===== config.mk =====
export PLATFORM = sky130hd
export DESIGN_NAME = ivl_timer
export DESIGN_NICKNAME = d
export VERILOG_FILES = /design/src/rtl/ivl_timer_pkg.sv /design/src/rtl/ivl_counter.sv /design/src/rtl/ivl_ctrl.sv /design/src/rtl/ivl_irq.sv /design/src/rtl/ivl_timer.sv
export SDC_FILE = /design/constraint.sdc
export NUM_CORES = 1
export LEC_CHECK = 0
export ABC_AREA = 1
export ABC_CLOCK_PERIOD_IN_PS = 1800
export CAP_MARGIN = 20
export CORE_MARGIN = 1
export CORE_UTILIZATION = 27
export DETAILED_ROUTE_END_ITERATION = 7
export DONT_BUFFER_PORTS = 1
export GPL_TIMING_DRIVEN = 0
export PLACE_DENSITY = 0.36
export SKIP_CTS_REPAIR_TIMING = 1
export SLEW_MARGIN = 20
export SYNTH_ARGS = -nofsm -noshare
export SYNTH_HDL_FRONTEND = slang
export SYNTH_SLANG_ARGS = --single-unit

===== constraint.sdc =====
create_clock -name clk -period 1.8 [get_ports clk]
set_clock_uncertainty 0.1 [all_clocks]
set_input_delay 0.09 -clock clk [delete_from_list [all_inputs] [get_ports clk]]
set_output_delay 0.09 -clock clk [all_outputs]
set_load 0.02 [all_outputs]

===== src/rtl/ivl_timer_pkg.sv =====
package ivl_timer_pkg;

  localparam int unsigned BIT_SEL_LO = 0;
  localparam int unsigned BIT_CLR    = 2;
  localparam int unsigned BIT_FLAG   = 3;
  localparam int unsigned BIT_IE     = 4;

  function automatic logic [31:0] low_mask(input int unsigned width);
    logic [31:0] m;
    m = '0;
    for (int unsigned i = 0; i < 32; i++) begin
      if (i < width) m[i] = 1'b1;
    end
    return m;
  endfunction

  function automatic logic [7:0] pack_read(input logic ie, input logic flag,
                                           input logic [1:0] sel);
    return {1'b1, 2'b00, ie, flag, 1'b1, sel};
  endfunction

endpackage


===== src/rtl/ivl_counter.sv =====
module ivl_counter
  import ivl_timer_pkg::*;
#(
  parameter int unsigned TAP_A = 12,
  parameter int unsigned TAP_B = 14,
  parameter int unsigned TAP_C = 16,
  parameter int unsigned TAP_D = 19,
  localparam int unsigned CNT_W = TAP_D
) (
  input  logic       clk,
  input  logic       rst_n,
  input  logic       cnt_clr,
  input  logic [1:0] sel,
  output logic       ovf_evt
);

  localparam int unsigned TAPV [4] = '{TAP_A, TAP_B, TAP_C, TAP_D};

  logic [CNT_W-1:0] cnt;
  logic [3:0]       tap_hit;
  logic [31:0]      cnt_ext;

  assign cnt_ext = 32'(cnt);

  for (genvar g = 0; g < 4; g++) begin : g_tap
    localparam logic [31:0] MASK = low_mask(TAPV[g]);
    assign tap_hit[g] = ((cnt_ext & MASK) == MASK);
  end

  assign ovf_evt = tap_hit[sel] & ~cnt_clr;

  always_ff @(posedge clk or negedge rst_n) begin
    if (!rst_n)       cnt <= '0;
    else if (cnt_clr) cnt <= '0;
    else              cnt <= cnt + 1'b1;
  end

  p_clear_zero_r5: assert property (@(posedge clk) disable iff (!rst_n)
    cnt_clr |=> (cnt == '0));
  p_advance_r1: assert property (@(posedge clk) disable iff (!rst_n)
    !cnt_clr |=> (cnt == $past(cnt) + 1'b1));
  p_wrap_low_r2: assert property (@(posedge clk) disable iff (!rst_n)
    ovf_evt |=> ((32'(cnt) & low_mask(TAPV[$past(sel)])) == '0));

endmodule


===== src/rtl/ivl_ctrl.sv =====
module ivl_ctrl
  import ivl_timer_pkg::*;
(
  input  logic       clk,
  input  logic       rst_n,
  input  logic       wr_en,
  input  logic [7:0] wr_data,
  input  logic       ovf_evt,
  output logic       cnt_clr,
  output logic       flag,
  output logic       ie,
  output logic [1:0] sel,
  output logic [7:0] rd_data
);

  logic flag_clr;

  assign cnt_clr  = wr_en & ~wr_data[BIT_CLR];
  assign flag_clr = wr_en & (~wr_data[BIT_FLAG] | ~wr_data[BIT_CLR]);

  always_ff @(posedge clk or negedge rst_n) begin
    if (!rst_n) begin
      ie  <= 1'b0;
      sel <= 2'b00;
    end else if (wr_en) begin
      ie  <= wr_data[BIT_IE];
      sel <= wr_data[BIT_SEL_LO +: 2];
    end
  end

  always_ff @(posedge clk or negedge rst_n) begin
    if (!rst_n)        flag <= 1'b0;
    else if (ovf_evt)  flag <= 1'b1;
    else if (flag_clr) flag <= 1'b0;
  end

  assign rd_data = pack_read(ie, flag, sel);

  p_ovf_sets_flag_r2: assert property (@(posedge clk) disable iff (!rst_n)
    ovf_evt |=> flag);
  p_clear_flag_r3: assert property (@(posedge clk) disable iff (!rst_n)
    (flag_clr && !ovf_evt) |=> !flag);
  p_flag_hold_r3: assert property (@(posedge clk) disable iff (!rst_n)
    (!ovf_evt && !flag_clr) |=> $stable(flag));
  p_ovf_wins_r8: assert property (@(posedge clk) disable iff (!rst_n)
    (ovf_evt && flag_clr) |=> flag);

endmodule


===== src/rtl/ivl_irq.sv =====
module ivl_irq (
  input  logic clk,
  input  logic rst_n,
  input  logic flag,
  input  logic ie,
  output logic irq
);

  always_ff @(posedge clk or negedge rst_n) begin
    if (!rst_n) irq <= 1'b0;
    else        irq <= flag & ie;
  end

  p_irq_on_r4: assert property (@(posedge clk) disable iff (!rst_n)
    (flag && ie) |=> irq);
  p_irq_off_r4: assert property (@(posedge clk) disable iff (!rst_n)
    !(flag && ie) |=> !irq);

endmodule


===== src/rtl/ivl_timer.sv =====
module ivl_timer #(
  parameter int unsigned TAP_SEL0 = 12,
  parameter int unsigned TAP_SEL1 = 14,
  parameter int unsigned TAP_SEL2 = 16,
  parameter int unsigned TAP_SEL3 = 19
) (
  input  logic       clk,
  input  logic       rst_n,
  input  logic       wr_en,
  input  logic [7:0] wr_data,
  output logic [7:0] rd_data,
  output logic       irq
);

  logic       cnt_clr;
  logic       ovf_evt;
  logic       flag;
  logic       ie;
  logic [1:0] sel;

  ivl_counter #(
    .TAP_A(TAP_SEL0), .TAP_B(TAP_SEL1), .TAP_C(TAP_SEL2), .TAP_D(TAP_SEL3)
  ) u_counter (
    .clk(clk), .rst_n(rst_n), .cnt_clr(cnt_clr), .sel(sel), .ovf_evt(ovf_evt)
  );

  ivl_ctrl u_ctrl (
    .clk(clk), .rst_n(rst_n), .wr_en(wr_en), .wr_data(wr_data),
    .ovf_evt(ovf_evt), .cnt_clr(cnt_clr), .flag(flag), .ie(ie),
    .sel(sel), .rd_data(rd_data)
  );

  ivl_irq u_irq (
    .clk(clk), .rst_n(rst_n), .flag(flag), .ie(ie), .irq(irq)
  );

  p_reserved_bits_r6: assert property (@(posedge clk) disable iff (!rst_n)
    (rd_data[7] && !rd_data[6] && !rd_data[5] && rd_data[2]));

endmodule


==> impl_metrics.ini <==
[place]
gp_congestion = 0.7615
dp_cells = 222
io_buffers = 0
dpl.hpwl_um = 2088

[sta]
finalSetupViolations = 0
period_share = 0.8968
hold_violations = 0
rsz0062_at_grt = false
min_period_ns = 1.614
maxSlewViolCount = 0
clock.fmax_mhz = 619.5
setup-tns-final_ns = 0

[setup_path]
crit_chain = dlygate4sd3_1 > inv_1 > nor2_1 > inv_1 > o21ai_0 > a21oi_1
path_max_fanout = 7
cp_data_required_time_ns = 1.86
critical_path_class = in -> reg
r2r-end = u_counter.cnt[18]
worstPathArrival_ns = 1.67
regToRegStartpoint = u_counter.cnt[0]
cp_top_family = buffers and inverters
r2r_slack_ns = 0.21
crit_path_end_kind = flip-flop
reg2regPathDepth = 8
cp_slowest_cell = dlygate4sd3_1
cp_num_buf_inv = 3
critPathMaxStageDelay_ns = 0.63
critPathMostFrequentCell = inv_1
worstSetupStartpointType = primary input

[cts]
clkLatencyLatePin_ns = 0.26
htree_levels = 1
cts.sinks = 24
cts_root_buf = clkbuf_8
cts_buffers = 3
cts_max_path_buffers = 2
path_clk_slew_ns = 0.09
cts_tree = yes

[finish]
n_antenna_cell = 0
drive_gt1_frac = 0.1278
final_nets = 193
register_area_um2 = 600.6
fillers = 494
multi_input_area_um2 = 588.1
final_cells = 232
syn2layout_area_growth_pct = 15.22

[die]
die_area_um2 = 5092
die_w_um = 71.36
core_area_um2 = 4474
io_pins = 20
rows = 24
die_y_um = 71.36
initial_utilization = 0.2903

[logic_synthesis]
synthCells = 168
synth_top_area_share = 0.4624
ys_ff_latch = 24
netlist_top_cells_area = dfrtp_1 46%, nand2_1 11%, nor2_1 9.8%, inv_1 5.2%, buf_4 3.5%
synth_warnings = 0
synthesis.area_um2 = 1299
avgSynthCellArea_um2 = 7.731
synth_area_leader_cell = dfrtp_1
post_synth_num_cell_types = 23
ys_seq_area_frac = 0.4624

[global_routing]
grt_pass1_vias = 946
gr-total-overflow = 0
antenna_found_initial = 0
grtUsageTotal = 0.1196
grt_max_degree = 25
grt_first_pass_wirelength_um = 4629

[worst_hold_path]
hold_end = u_ctrl.flag
hold_path_class = in -> reg
holdPathStages = 3
min_from = wr_data[3]

[pwr]
swShare = 0.2752
clockPowerShare = 0.326
p_int_uw = 829.0
p_seq_frac = 0.543
cellPowerDensity_nw_per_um2 = 764.3
pwr-share-comb = 0.131
p_leak_uw = 0.0006697
switching_power_uw = 314.8
vdd_drop_max_mv = 0.4084
p_total_uw = 1144

[detailed_routing]
drt_first_pass_iters = 6
wl_per_cell_um = 11.78
drcViolationCount = 1
vias = 995
drt_iter0_markers = 53
via_per_inst = 4.289
routed_wl_um = 2734
postRouteAntennaNets = 0

[outcome]
outcome = finished, violations left
violations = DRC

[flow_run]
maxCapViolCount = 0
[worst max-delay path by stage]
stage	to	startpoint	cells after the start
after floorplan	u_counter.cnt[18]	u_counter.cnt[0]	8
after global placement	u_counter.cnt[18]	u_counter.cnt[0]	8
after detailed placement	u_counter.cnt[18]	u_counter.cnt[0]	8
after CTS	u_counter.cnt[18]	u_counter.cnt[0]	8
after global routing	u_counter.cnt[16]	u_counter.cnt[0]	8
final	u_counter.cnt[12]	wr_en	6
[cells by family after synthesis]
group / after synthesis / synth area share
adder cells (fa/ha/maj): 1 / 0.009632
buffers and inverters: 25 / 0.09055
AO/OA/AOI/OAI: 18 / 0.07611
other: 2 / 0.005783
AND/OR/NAND/NOR: 93 / 0.3218
flip-flops: 24 / 0.4624
XOR/XNOR: 5 / 0.03372
[cells in the mapped netlist, drive strengths merged]
| cell type | number |
|---|---|
| o21ai | 7 |
| a211oi | 1 |
| nand3 | 7 |
| a21oi | 9 |
| nand3b | 1 |
| ha | 1 |
| nor3 | 3 |
| conb | 2 |
| dfrtp | 24 |
| o21a | 1 |
| xor2 | 3 |
| nor2 | 40 |
| nand4 | 1 |
| xnor2 | 2 |
| inv | 18 |
| nand2 | 41 |
| buf | 7 |
[power by group through the flow]
stage          combinational, µW  clock [µW]  sequential (µW)
6_report                     150         373              621
5_1_grt                      172         412              627
4_1_cts                      126         384              621
3_5_place_dp                 125           0              632
3_3_place_gp                 124           0              631
2_1_floorplan                104           0              621
[cells in the final DEF, fill, tap and decap left out, types with 2 or more instances in the layout]
| cell | n |
|---|---|
| clkbuf_8 | 4 |
| o21ai_0 | 7 |
| nor2_2 | 3 |
| nand2_1 | 38 |
| conb_1 | 4 |
| xnor2_1 | 2 |
| nand2_2 | 3 |
| inv_1 | 18 |
| nor2_4 | 3 |
| dfrtp_1 | 24 |
| dlygate4sd3_1 | 5 |
| buf_4 | 6 |
| nor2_1 | 34 |
| a21oi_1 | 8 |
| nor3_1 | 3 |
| nand3_1 | 6 |
| xor2_1 | 3 |
[routing by layer]
layer  global-route usage  routed length (µm)  vias to the layer above
met5                    0                   0                        -
met3              0.03376                  99                        2
met4              0.02667                  17                        0
met1               0.1681                1409                      446
li1                     -                   -                      532
met2               0.1831                1208                       15
[area by class of cell]
cell class	count	area share
timing repair buffer	6	0.04682
inverter	18	0.04515
clock buffer	4	0.03679
buffer	7	0.03344
tap	52	0.04348
multi-input combinational	121	0.3930
sequential	24	0.4013
[flip-flops by register name, indices dropped and copies added, names as in the netlist]
signal         flops
u_ctrl.sel         2
u_irq.irq          1
u_counter.cnt     19
u_ctrl.ie          1
u_ctrl.flag        1
[through the flow]
stage          area, µm²    util  hold slack (ns)  setup WS (ns)
2_1_floorplan       1306       -          -0.3056         0.3876
4_1_cts             1426  0.3188          -0.5998         0.1849
6_report            1496  0.3345        0.0009648         0.1858
3_5_place_dp        1371  0.3065          -0.3046         0.2028
5_1_grt             1496  0.3345         0.002081        0.07139
3_3_place_gp        1371  0.3065          -0.3047         0.1914
[worst reg2reg max path, stage by stage, from the launching register on]
cell	delay (ns)
dfrtp_1	0.42
ha_1	0.26
nand2_2	0.10
nor2_4	0.17
nand3_4	0.14
nor2_4	0.15
nand2_1	0.07
nand2_1	0.05
nor2_1	0.04
Power figures use the tool's default switching activity.
